--- config.mk ---
export PLATFORM = sky130hd
export DESIGN_NAME = fma_special_resolve
export DESIGN_NICKNAME = d
export VERILOG_FILES = /design/src/rtl/fma_special_resolve.sv
export SDC_FILE = /design/constraint.sdc
export NUM_CORES = 1
export LEC_CHECK = 0
export ABC_AREA = 1
export CAP_MARGIN = 5
export CORE_MARGIN = 1
export CORE_UTILIZATION = 30
export CTS_CLUSTER_DIAMETER = 200
export DETAILED_ROUTE_END_ITERATION = 6
export PLACE_DENSITY = 0.67
export SETUP_SLACK_MARGIN = 0.15
export SLEW_MARGIN = 20
export SYNTH_ARGS = -nofsm -noshare
export SYNTH_HDL_FRONTEND = slang
export SYNTH_SLANG_ARGS = --single-unit
export TNS_END_PERCENT = 30
--- constraint.sdc ---
create_clock -name clk -period 2.54 [get_ports clk]
set_input_delay 0.254 -clock clk [delete_from_list [all_inputs] [get_ports clk]]
set_output_delay 0.254 -clock clk [all_outputs]
set_load 0.01 [all_outputs]
--- src/rtl/fma_special_resolve.sv ---
module fma_special_resolve #(
  parameter int          EW      = 8,
  parameter int          FW      = 23,
  parameter logic [1:0]  RM_DOWN = 2'b11
) (
  input  logic                 clk,
  input  logic                 rst_n,
  input  logic [EW+FW:0]       op_z,
  input  logic [EW+FW:0]       op_x,
  input  logic [EW+FW:0]       op_y,
  input  logic                 neg_prod,
  input  logic [1:0]           rnd_mode,
  output logic [EW+FW:0]       res_q,
  output logic                 invalid_q,
  output logic                 bypass_q
);
  localparam int W = EW + FW + 1;
  localparam logic [W-1:0] QBIT    = W'(1) << (FW - 1);
  localparam logic [W-1:0] DEF_NAN = {1'b0, {EW{1'b1}}, 1'b1, {(FW-1){1'b0}}};
  localparam logic [W-1:0] POS_INF = {1'b0, {EW{1'b1}}, {FW{1'b0}}};

  logic [2:0] is_snan, is_qnan, is_inf, is_zero;
  logic [W-1:0] ops [3];
  assign ops[0] = op_z;
  assign ops[1] = op_x;
  assign ops[2] = op_y;

  for (genvar i = 0; i < 3; i++) begin : g_cls
    wire e_max  = &ops[i][W-2:FW];
    wire e_min  = ~|ops[i][W-2:FW];
    wire f_nz   = |ops[i][FW-1:0];
    assign is_snan[i] = e_max & f_nz & ~ops[i][FW-1];
    assign is_qnan[i] = e_max & ops[i][FW-1];
    assign is_inf[i]  = e_max & ~f_nz;
    assign is_zero[i] = e_min & ~f_nz;
  end

  wire p_sign   = op_x[W-1] ^ op_y[W-1] ^ neg_prod;
  wire z_sign   = op_z[W-1];
  wire p_inf    = is_inf[1] | is_inf[2];
  wire p_zero   = is_zero[1] | is_zero[2];
  wire inf_zero = (is_inf[1] & is_zero[2]) | (is_zero[1] & is_inf[2]);

  logic [W-1:0] res_d;
  logic         inv_d, byp_d;

  always_comb begin
    res_d = '0;
    inv_d = 1'b0;
    byp_d = 1'b1;
    if (is_snan[0]) begin
      res_d = op_z | QBIT; inv_d = 1'b1;
    end else if (is_snan[1]) begin
      res_d = op_x | QBIT; inv_d = 1'b1;
    end else if (is_snan[2]) begin
      res_d = op_y | QBIT; inv_d = 1'b1;
    end else if (is_qnan[0]) begin
      res_d = op_z;
    end else if (is_qnan[1]) begin
      res_d = op_x;
    end else if (is_qnan[2]) begin
      res_d = op_y;
    end else if (inf_zero) begin
      res_d = DEF_NAN; inv_d = 1'b1;
    end else if (p_inf) begin
      if (is_inf[0] && z_sign != p_sign) begin
        res_d = DEF_NAN; inv_d = 1'b1;
      end else begin
        res_d = POS_INF | {p_sign, {(W-1){1'b0}}};
      end
    end else if (p_zero) begin
      if (is_zero[0] && z_sign != p_sign)
        res_d = {rnd_mode == RM_DOWN, {(W-1){1'b0}}};
      else
        res_d = op_z;
    end else if (is_inf[0]) begin
      res_d = op_z;
    end else begin
      byp_d = 1'b0;
    end
  end

  always_ff @(posedge clk) begin
    if (!rst_n) begin
      res_q     <= '0;
      invalid_q <= 1'b0;
      bypass_q  <= 1'b0;
    end else begin
      res_q     <= res_d;
      invalid_q <= inv_d;
      bypass_q  <= byp_d;
    end
  end
endmodule

[Word-level counts from Yosys, hierarchy flattened]
Cells that the tools add are included.
Cells by class
  muxes and demuxes: 31
  reductions and logical operators: 14
  eq/ne operators: 2
  bitwise gates (word level): 28
Operators by type and width (number)
  $mux W32: 12
  $reduce_or A23 Y1: 3
  $reduce_and A8 Y1: 3
  $reduce_or A8 Y1: 3
  $mux W1: 19
  $and A1 B1 Y1: 17
  $not A1 Y1: 6
  $logic_not A1 Y1: 3
  $or A1 B1 Y1: 3
  $eq A2 B2 Y1 const B: 1
  $logic_and A1 B1 Y1: 2
  $xor A1 B1 Y1: 2
  $ne A1 B1 Y1: 1
Storage, ports and cells
  bits in registers: 34
  word-level logic and storage cells: 78
  output and inout bits: 34

[Logic depth before layout (Yosys ltp)]
Gate-level depths: netlist of the first run.
  depth in word-level cells: 14
  depth in mapped cells: 16

[Least setup slack after synthesis of the first run]
No wires, ideal clock.
  kind: input -> register
  start point: input op_y[20]
  end point: register res_q[11]
  required time: 2.418 ns
  slack: 1.038 ns
  data arrival time: 1.381 ns
  setup time: 0.122 ns
  cell stages on the path: 13
  cells stage by stage: nor2_1 -> nand2_1 -> nor2_2 -> nand4_1 -> nand2_1 -> nand2_2 -> nand2_4 -> buf_6 -> o21bai_2 -> nand2_1 -> nand2_1 -> nand2_1 -> a21oi_2
On the way
  cells in the longest elaborated chain, start to end: 13
  elaborated cells between the ends (all ways): 20
Ends and longest elaborated chain
  from (decl): line 10  | input logic [EW+FW:0] op_y,
  $reduce_or A23 Y1 (*): line 31  | wire f_nz = |ops[i][FW-1:0];
  $not A1 Y1: line 34, 35
  $and A1 B1 Y1: line 35  | assign is_zero[i] = e_min & ~f_nz;
  $or A1 B1 Y1: line 41  | wire p_zero = is_zero[1] | is_zero[2];
  $mux W32: line 71  | end else if (p_zero) begin
  $mux W32: line 65  | end else if (p_inf) begin
  $mux W32: line 63  | end else if (inf_zero) begin
  $mux W32: line 61  | end else if (is_qnan[2]) begin
  $mux W32: line 59  | end else if (is_qnan[1]) begin
  $mux W32: line 57  | end else if (is_qnan[0]) begin
  $mux W32 (*): line 55  | end else if (is_snan[2]) begin
  $mux W32 (*): line 53  | end else if (is_snan[1]) begin
  $mux W32 (*): line 51  | if (is_snan[0]) begin
  to (signal assigned): line 89  | res_q <= res_d;
  to (decl): line 13  | output logic [EW+FW:0] res_q,
Mark *: on every way between the ends. The rest lies on a longest branch, timed or not.
A chain may end at the register's enable or synchronous reset.

[Worst setup path after layout of the first run]
  start point: input op_y[16]
  end point: register res_q[18]
Same word-level chain as after synthesis.

==> results.md, run 1 <==
| Group | Result | This run |
|:---|:---|:---|
| floorplan | Area enclosed by the die boundary | 12,000 um^2 |
| route | Drt first pass iters | 5 |
| floorplan | Total number of placement rows | 38 |
| yosys | Area of the mapped netlist | 3470 um^2 |
| grt | Initial antenna violation count | 0 |
| grt | Via count of the first global-routing pass | 4,243 |
| power and ir drop | Total power divided by cell area | 284 nW/um^2 |
| cells and area | Area Overhead vs Synth | 47.2% |
| cells and area | Layout cell share with drive strength beyond 1 | 0.124 |
| clock tree | Buffer count from post-CTS setup fixing | 0 |
| clock tree | CTS tree | built |
| placement | Post-detail-place hpwl | 9790 um |
| sta | Finish-stage setup viols | 0 |
| sta | Final Hold Vio Count | 0 |
| critical path | Arr. time, crit path | 2.23 ns |
| job | Maxcap violations | 0 |
| yosys | Yosys cell types | 32 |
| yosys | Compound-Gate Fraction of Synth Area | 0.244 |
| clock tree | Number of buffers created by CTS | 5 |
| clock tree | Number of cells upsized or downsized after cts | 0 |
| cells and area | Area of combinational cells with multiple inputs | 2450 um^2 |
| placement | Gp weighted congestion | 0.966 |
| sta | Crit path setup slack, layout | 0.465 ns |
| sta | Final critical-path required period | 2.07 ns |
| critical path | Largest fanout on the critical path | 12 |
| yosys | FF+latch count, synth | 34 |
| sta | Max_slew headroom | 0.529 |
| yosys | Register area share after synthesis | 0.196 |
| route | Sum of routed wire length over all layers | 12,800 um |
| floorplan | Core box area | 11,100 um^2 |
| floorplan | IO Pins | 135 |
| route | Highest signal layer in the routed design | met4 |
| sta | Summed negative setup slack over all endpoints | 0 ns |
| grt | Wire length of the first global-routing pass | 20,500 um |
| route | DRC Markers | 0 |
| power and ir drop | Maximum VDD drop | 0.000234 V |
| cells and area | Diodes inserted | 0 |
| clock tree | Clock Pin Slew Worst Setup and Hold Paths | 0.06 ns |
| cells and area | Final net count | 816 |
| route | Routed length on met2 | 6170 um |
| sta | Final cycle utilization of the critical path | 0.817 |
| yosys | Synth Area per Inst | 5.92 um^2 |
| critical path | Startpoint-to-endpoint class of the critical path | input port to flop |
| clock tree | Number of hold buffers added after cts | 0 |
| grt | Total global routing overflow | 0 |
| clock tree | Root Buffer | clkbuf_16 |
| grt | Total routing usage reported by global routing | 0.219 |
| min path | Class of the most critical hold timing path | input port to flop |
| sta | RSZ-0062 raised after global routing | no |
| cells and area | Combined flip-flop and latch cell area | 681 um^2 |
| sta | Pins Over Slew Limit | 0 |
| sta | FMAX | 0.482 GHz |
| clock tree | Maximum clock path buffer count | 2 |
| yosys | Adder-cell share of the synthesized area | 0 |
| run status | Run status | completed |
| cells and area | Filler cells | 1,134 |
| floorplan | Effective utilization at floorplan | 0.313 |
| placement | Count of buffers from port buffering | 134 |
| placement | Minimum setup slack after placement | 0.192 ns |
| critical path | Startpoint kind of the worst setup timing path | input port |
| yosys | Cell count after synthesis | 586 |
| route | Routed via count divided by cell count | 5.11 |
| route | Metal-1 WL | 5480 um |
| critical path | Endpoint required time on the critical path | 2.70 ns |
| floorplan | X dimension of the die | 110 um |
| route | Antenna-violating nets left | 0 |
| clock tree | Number of levels the H-tree was split into | 2 |
| yosys | Multiplexer share of the synthesized area | 0.0548 |
| route | Via count | 4,371 |
| route | Drt first-iter violations | 293 |
| critical path | Kind of end point of the critical path | flop |
| yosys | Total number of yosys warnings | 0 |
| floorplan | Vertical extent of the die | 110 um |
| yosys | Xor/xnor share of the synthesized area | 0 |
| clock tree | Number of clock sinks | 34 |
| route | Wire per inst | 15.0 um |
| sta | Actual transition at the worst max-transition pin | 0.706 ns |
| sta | Minimum hold slack | 0.676 ns |
| power and ir drop | Leak Pwr | 2.36 nW |
| route | Amount of wire on met3 after detailed routing | 879 um |
| grt | Largest net degree at the start of global routing | 26 |
| yosys | Main combinational cell family by area after synthesis | simple AND/OR/NAND/NOR gates |
| yosys | Post-synthesis simple-gate area fraction | 0.408 |
| yosys | Mapped Nets | 687 |
metal layers:
metal | vias to the layer above | global-route usage
li1 | 2199 | -
met1 | 1965 | 0.265
met2 | 185 | 0.389
met3 | 22 | 0.0332
met4 | 0 | 0.0800
met5 | - | 0
power breakdown:
group | switching [mW] | internal (mW) | total, mW | leakage (nW)
logic | 0.138 | 0.181 | 0.319 | 2.02
registers | 0.000765 | 0.536 | 0.537 | 0.274
clock network | 0.242 | 0.354 | 0.596 | 0.0694
total | 0.380 | 1.07 | 1.45 | 2.36
sequential cells by signal, summed over array words and instances (netlist names):
signal and flops:
invalid_q 1, bypass_q 1, res_q 32
critical path, cell delays in order:
cell             delay, ns
clkdlybuf4s50_1       0.46
nor2_1                0.20
nand2_1               0.09
nor2_2                0.14
nand4_1               0.19
nand2_1               0.16
nand2_2               0.09
nand2_4               0.10
buf_4                 0.24
o21bai_2              0.07
nand2_1               0.06
nand2_1               0.04
nand2_1               0.07
a21oi_2               0.06
through the flow:
| step | util | power [mW] | cells | cell area [um^2] |
|---|---|---|---|---|
| 3_3_place_gp | 0.449 | 0.862 | 848 | 4970 |
| 3_5_place_dp | 0.449 | 0.866 | 848 | 4970 |
| 6_report | 0.461 | 1.45 | 855 | 5110 |
| 5_1_grt | 0.461 | 1.51 | 855 | 5110 |
| 2_1_floorplan | - | 0.638 | 586 | 3470 |
| 4_1_cts | 0.461 | 1.46 | 855 | 5110 |
cell type report:
| type | count | area share |
|---|---|---|
| Clock buffer | 5 | 0.0245 |
| Clock inverter | 2 | 0.00196 |
| Inverter | 48 | 0.0353 |
| Multi-Input combinational cell | 473 | 0.480 |
| Sequential cell | 34 | 0.133 |
| Tap cell | 140 | 0.0343 |
| Timing Repair Buffer | 153 | 0.291 |
logic make-up after synthesis:
group           Yosys count
compound gates          129
buf+inv                  79
flops                    34
mux                      19
simple gates            325
final timing paths:
path / startpoint / end / slack, ns / depth (start not counted)
hold / removal: op_z[25] / res_q[25] / 0.68 / 3
setup / recovery: op_y[16] / res_q[18] / 0.47 / 14
cell usage in the layout (no fill, tap or decap):
master / netlist / layout
o21ai_1: 7 / 7
nor2_1: 65 / 65
nand2_2: 6 / 6
clkinv_2: 0 / 2
o21bai_1: 3 / 3
o21bai_2: 17 / 17
a41oi_1: 2 / 2
nor2_4: 1 / 1
o211ai_1: 2 / 2
nand2_4: 3 / 3
nand3b_1: 3 / 3
nand3_2: 2 / 2
nand3_1: 13 / 13
o21ai_0: 60 / 60
nor4_1: 1 / 1
clkdlybuf4s50_1: 0 / 134
nor3_1: 1 / 1
inv_2: 9 / 9
nand2_1: 187 / 187
nor2_2: 9 / 9
dfxtp_1: 34 / 34
mux2i_1: 19 / 19
buf_4: 3 / 19
a31oi_1: 2 / 2
inv_1: 39 / 39
o221ai_1: 3 / 3
a21oi_1: 17 / 17
clkbuf_16: 0 / 5
a21oi_2: 16 / 16
nand4_1: 34 / 34
Yosys cell counts:
cell type / count / area [um^2]
nand2_1: 187 / 702
nor2_1: 65 / 244
o21ai_0: 60 / 300
inv_1: 39 / 146
dfxtp_1: 34 / 681
nand4_1: 34 / 213
mux2i_1: 19 / 190
a21oi_1: 17 / 85.1
o21bai_2: 17 / 191
a21oi_2: 16 / 140
clkbuf_1: 16 / 60.1
nand3_1: 13 / 65.1
buf_2: 9 / 45.0
inv_2: 9 / 33.8
nor2_2: 9 / 56.3
o21ai_1: 7 / 35.0
nand2_2: 6 / 37.5
buf_4: 3 / 22.5
nand2_4: 3 / 33.8
nand3b_1: 3 / 22.5
o21bai_1: 3 / 22.5
o221ai_1: 3 / 26.3
a31oi_1: 2 / 12.5
a41oi_1: 2 / 17.5
nand3_2: 2 / 20.0
o211ai_1: 2 / 15.0
buf_1: 1 / 3.75
buf_6: 1 / 11.3
buf_8: 1 / 15.0
nor2_4: 1 / 11.3
nor3_1: 1 / 5.00
nor4_1: 1 / 6.26
(Power assumes the default switching activity.)
==> run 2: changes to the inputs <==
Clock period 2.54 ns to 2.05 ns, I/O delays scaled along.
==> run 2 against run 1 <==
Compared with the run above:
- largest cell class unchanged
- flip-flop and latch count unchanged
- highest routed layer unchanged
- utilization up 11 points
- first-iteration DRC count up 1.7%
- critical endpoint is now res_q[7]
- sequential share of layout area down 2.5 points
- via count up 11%
- power up 34%
==> results.md, run 2 (synthesis gave the netlist of run 1 again) <==
| Group | Result | This run |
|:---|:---|:---|
| run status | Run status | completed |
| critical path | Delay of the slowest cell on the worst path | 0.42 ns |
| sta | Final cycle utilization of the critical path | 0.918 |
| sta | Final Hold Vio Count | 0 |
| clock tree | Number of levels the H-tree was split into | 2 |
| clock tree | Number of hold buffers added after cts | 0 |
| critical path | Slowest CP cell | clkdlybuf4s50_1 |
| route | DRC Markers | 0 |
| critical path | Startpoint-to-endpoint class of the critical path | input port to flop |
| sta | Max_slew headroom | 0.774 |
| route | Via count | 4,843 |
| route | Routed via count divided by cell count | 5.04 |
| route | Wire per inst | 14.8 um |
| grt | Wire length of the first global-routing pass | 21,800 um |
| power and ir drop | Total power divided by cell area | 311 nW/um^2 |
| clock tree | Number of buffers created by CTS | 5 |
| route | Sum of routed wire length over all layers | 14,200 um |
| critical path | Cell seen most often among critical-path stages | nand2_1 |
| clock tree | Maximum clock path buffer count | 2 |
| placement | Area post-placement | 5780 um^2 |
| cells and area | Area Overhead vs Synth | 81.2% |
| critical path | Chain of cells forming the critical path | clkdlybuf4s50_1, nor2_1, nand2_1, nor2_4, nand4_1, nor2_2, nand2_4, nand2_8, buf_12, o21bai_2, nand2_1, nand2_1, nand2_1, a21oi_2 |
| sta | FMAX | 0.531 GHz |
| critical path | Largest fanout on the critical path | 6 |
| cells and area | Top flop regs | res_q: 32 flops, bypass_q: 1 flops, invalid_q: 1 flops |
| sta | Actual transition at the worst max-transition pin | 0.335 ns |
| critical path | Kind of cell with the highest combined delay on the critical path | simple AND/OR/NAND/NOR gates |
| floorplan | IO Pins | 135 |
| critical path | Arr. time, crit path | 2.05 ns |
| grt | Via count of the first global-routing pass | 4,667 |
| min path | Class of the most critical hold timing path | input port to flop |
| cells and area | Final net count | 921 |
| route | Drt first-iter violations | 298 |
| cells and area | Diodes inserted | 0 |
| clock tree | Number of clock sinks | 34 |
| cells and area | Commonest cells after routing, fill and taps aside | 183 x nand2_1, 117 x buf_4, 71 x dlymetal6s2s_1 |
| floorplan | Effective utilization at floorplan | 0.313 |
| floorplan | X dimension of the die | 110 um |
| cells and area | Final Core Density | 0.568 |
| clock tree | Clock Pin Slew Worst Setup and Hold Paths | 0.06 ns |
| floorplan | Area enclosed by the die boundary | 12,000 um^2 |
| sta | RSZ-0062 raised after global routing | yes |
| power and ir drop | Leak Pwr | 3.58 nW |
| critical path | Startpoint kind of the worst setup timing path | input port |
| floorplan | Total number of placement rows | 38 |
| critical path | Endpoint required time on the critical path | 2.21 ns |
| power and ir drop | Total design power | 1.95 mW |
| grt | Initial antenna violation count | 0 |
| cells and area | Number of flip-flops under the largest register name | 32 |
| sta | Finish-stage setup viols | 0 |
| placement | Post-detail-place hpwl | 10,900 um |
| sta | Final critical-path required period | 1.88 ns |
| cells and area | Layout cell share with drive strength beyond 1 | 0.261 |
| cells and area | Top register by number of flip-flops | res_q |
| floorplan | Core box area | 11,100 um^2 |
| grt | Total global routing overflow | 0 |
| grt | Total routing usage reported by global routing | 0.235 |
| placement | Minimum setup slack after placement | -0.165 ns |
| placement | Count of buffers from port buffering | 134 |
| job | Maxcap violations | 0 |
| placement | Gp weighted congestion | 0.877 |
| route | Drt first pass iters | 6 |
| clock tree | Root Buffer | clkbuf_16 |
| cells and area | Final design instance area without fill | 6290 um^2 |
| cells and area | Most frequent standard cell in the layout excluding fill and tap cells | nand2_1 |
| power and ir drop | Maximum VDD drop | 0.000253 V |
| sta | Crit path setup slack, layout | 0.167 ns |
| critical path | Number of buffer and inverter instances along the worst setup path | 2 |
| critical path | Kind of end point of the critical path | flop |
| route | Antenna-violating nets left | 0 |
| floorplan | Vertical extent of the die | 110 um |
| sta | Pins Over Slew Limit | 0 |
| grt | Largest net degree at the start of global routing | 29 |
| clock tree | CTS tree | built |
run 2: cell count changes in the layout (fill, tap and decap cells not counted), sizes merged:
cell           delta
buf             +104
clkbuf            +2
clkdlybuf4s50    -71
clkinv            -1
clkinvlp          +1
dlymetal6s2s     +71
run 2: power breakdown:
| part | switching, mW | internal (mW) |
|---|---|---|
| Sequential | 0.00104 | 0.664 |
| Clock | 0.317 | 0.482 |
| Combinational | 0.198 | 0.290 |
run 2: metrics by stage:
stage	TNS, ns	instances	hold slack [ns]
4_1_cts	0	955	0.623
3_3_place_gp	-1.49	945	0.921
5_1_grt	0	961	0.311
2_1_floorplan	0	586	0.369
3_5_place_dp	-3.26	945	0.914
6_report	0	961	0.305
run 2: routing by layer:
layer | track usage | vias to the layer above | part of all wire
li1 | - | 2410 | -
met1 | 0.283 | 2224 | 0.41
met2 | 0.437 | 185 | 0.50
met3 | 0.0308 | 24 | 0.069
met4 | 0.0571 | 0 | 0.019
met5 | 0 | - | 0
run 2: layout make-up:
type / instances / area (um^2)
inverter: 48 / 183
tap: 140 / 175
clock buffer: 6 / 139
clock inverter: 2 / 12.5
multi-input combinational: 473 / 2560
sequential: 34 / 681
fill: 1028 / 4790
timing repair buffer: 258 / 2540
run 2: final timing paths:
kind | from | endpoint | depth (start not counted) | slack (ns)
max | op_z[12] | res_q[7] | 14 | 0.17
min | op_z[27] | res_q[27] | 3 | 0.30
run 2: timing repair:
action | in CTS | in global routing
hold endpoints to repair | 0 | 0
pin swaps | 2 | 68
cloned | 0 | 1
endpoints found under the setup margin | 2 | 34
setup buffers | 2 | 5
gates resized for setup | 6 | 93
run 2: tightest hold or removal path: stages:
cell,delay [ns]
dlymetal6s2s_1,0.15
nand2_1,0.07
a41oi_1,0.09
==> run 3: changes to the inputs <==
Settings changed: MAX_ROUTING_LAYER set to met4.
Clock period 2.05 ns to 2.3 ns, I/O delays scaled along.
==> run 3 against run 2 <==
Compared with the run above:
- critical path depth is 5 lower
- cell count is 10% lower
- via count is 8.4% lower
- first-iteration DRC count is 0.67% lower
- sequential share of layout area is 2.2 points higher
- count of clock-buffer cells in the layout stayed put
- die area stayed put
- design area is 17% lower
- combinational power is 27% lower
==> results.md, run 3 (synthesis gave the netlist of run 1 again) <==
| Group | Result | This run |
|:---|:---|:---|
| cells and area | Most frequent standard cell in the layout excluding fill and tap cells | nand2_1 |
| floorplan | Effective utilization at floorplan | 0.313 |
| route | DRC Markers | 0 |
| route | Sum of routed wire length over all layers | 12,900 um |
| floorplan | Vertical extent of the die | 110 um |
| clock tree | Maximum clock path buffer count | 2 |
| route | Drt first-iter violations | 296 |
| cells and area | Diodes inserted | 0 |
| route | Via count | 4,437 |
| sta | Final cycle utilization of the critical path | 0.917 |
| cells and area | Top flop regs | res_q: 32 flops, bypass_q: 1 flops, invalid_q: 1 flops |
| grt | Total global routing overflow | 0 |
| floorplan | Area enclosed by the die boundary | 12,000 um^2 |
| sta | Pins Over Slew Limit | 0 |
| clock tree | Root Buffer | clkbuf_16 |
| power and ir drop | Combinational Power Share | 0.215 |
| route | Antenna-violating nets left | 0 |
| placement | Gp weighted congestion | 0.959 |
| cells and area | Filler cells | 1,159 |
| sta | RSZ-0062 raised after global routing | yes |
| cells and area | Commonest cells after routing, fill and taps aside | 187 x nand2_1, 134 x clkdlybuf4s50_1, 65 x nor2_1 |
| grt | Largest net degree at the start of global routing | 30 |
| grt | Via count of the first global-routing pass | 4,299 |
| critical path | Startpoint-to-endpoint class of the critical path | input port to flop |
| clock tree | CTS tree | built |
| floorplan | Core box area | 11,100 um^2 |
| power and ir drop | Net switching power | 0.438 mW |
| clock tree | Number of clock sinks | 34 |
| grt | Initial antenna violation count | 0 |
| clock tree | Number of buffers created by CTS | 5 |
| power and ir drop | Leak Pwr | 2.42 nW |
| route | Routed via count divided by cell count | 5.14 |
| clock tree | Clock Pin Slew Worst Setup and Hold Paths | 0.06 ns |
| cells and area | Area Overhead vs Synth | 50.9% |
| sta | Final critical-path required period | 2.11 ns |
| sta | FMAX | 0.474 GHz |
| critical path | Startpoint kind of the worst setup timing path | input port |
| placement | Post-detail-place hpwl | 10,100 um |
| cells and area | Top register by number of flip-flops | res_q |
| power and ir drop | Switching share of power | 0.263 |
| sta | Summed negative setup slack over all endpoints | 0 ns |
| run status | Run status | completed |
| power and ir drop | Total design power | 1.66 mW |
| sta | Actual transition at the worst max-transition pin | 0.375 ns |
| cells and area | Layout cell share with drive strength beyond 1 | 0.137 |
| sta | Final Hold Vio Count | 0 |
| sta | Max_slew headroom | 0.749 |
| floorplan | IO Pins | 135 |
| floorplan | Total number of placement rows | 38 |
| critical path | Kind of end point of the critical path | flop |
| power and ir drop | Relative contribution of sequential cells to total power | 0.356 |
| critical path | Endpoint required time on the critical path | 2.47 ns |
| min path | Class of the most critical hold timing path | input port to flop |
| power and ir drop | Total power divided by cell area | 318 nW/um^2 |
| cells and area | Final net count | 824 |
| clock tree | Number of levels the H-tree was split into | 2 |
| power and ir drop | Maximum VDD drop | 0.000223 V |
| cells and area | Number of flip-flops under the largest register name | 32 |
| grt | Total routing usage reported by global routing | 0.226 |
| critical path | Arr. time, crit path | 2.28 ns |
| critical path | Largest fanout on the critical path | 22 |
| power and ir drop | Internal power summed over all cells | 1.23 mW |
| route | Wire per inst | 14.9 um |
| grt | Wire length of the first global-routing pass | 20,500 um |
| power and ir drop | Clock network power share | 0.429 |
| job | Maxcap violations | 0 |
| floorplan | X dimension of the die | 110 um |
| sta | Finish-stage setup viols | 0 |
| route | Drt first pass iters | 5 |
| placement | Count of buffers from port buffering | 134 |
==> run 3: changes by cell type in the layout (fill, tap and decap cells not counted), sizes merged <==
cell and change:
clkbuf -1, clkinvlp +1, dlymetal6s2s -71, buf -96
clkdlybuf4s50 +71, inv -1
==> run 3: cell type report <==
class / instances / area, um^2 / share of cell area
clock inverters: 2 / 12.5 / 0.00239
inverters: 48 / 184 / 0.0351
repair buffers: 161 / 1590 / 0.304
flip-flops and latches: 34 / 681 / 0.130
clock buffers: 6 / 139 / 0.0265
multi-input cells: 473 / 2450 / 0.468
well taps: 140 / 175 / 0.0334
==> run 3: timing repair <==
item	CTS	global route
hold buffers	0	0
setup buffers	0	0
setup endpoints to repair	0	3
gates resized for setup	0	1
==> run 3: power groups by stage <==
stage	sequential [mW]	clock, mW	combinational, mW
6_report	0.593	0.714	0.357
2_1_floorplan	0.607	0	0.0973
5_1_grt	0.593	0.749	0.384
4_1_cts	0.593	0.720	0.356
3_3_place_gp	0.606	0	0.351
3_5_place_dp	0.606	0	0.354
==> run 3: per-stage QoR <==
step                      hold slack [ns]  setup slack (ns)  cells  area (um^2)   util
after floorplan                     0.394             0.822    586         3470      -
after global placement              0.930            0.0807    856         5080  0.459
after CTS                           0.630             0.310    864         5230  0.472
after detailed placement            0.923            0.0130    856         5080  0.459
final                               0.634             0.190    864         5240  0.473
after global routing                0.652            0.0853    864         5240  0.473
==> run 3: worst paths after layout <==
check	cells past startpoint	slack, ns	from	to
worst min-delay path	3	0.63	op_z[27]	res_q[27]
worst max-delay path	9	0.19	op_z[7]	res_q[3]
==> run 3: worst max-delay path: stages <==
cell	delay, ns
clkdlybuf4s50_1	0.48
nor2_1	0.15
nand2_1	0.08
nor2_2	0.19
nand3_1	0.12
nand2_2	0.17
clkinvlp_4	0.37
o21ai_0	0.40
a21oi_2	0.09
==> run 3: per-layer routing <==
layer	vias up	wire (um)	part of all wire	GRT usage
met5	-	0	0	-
met4	0	156	0.012	0.0619
met3	12	796	0.062	0.0249
met2	173	6440	0.50	0.400
met1	2041	5510	0.43	0.272
li1	2211	-	-	-
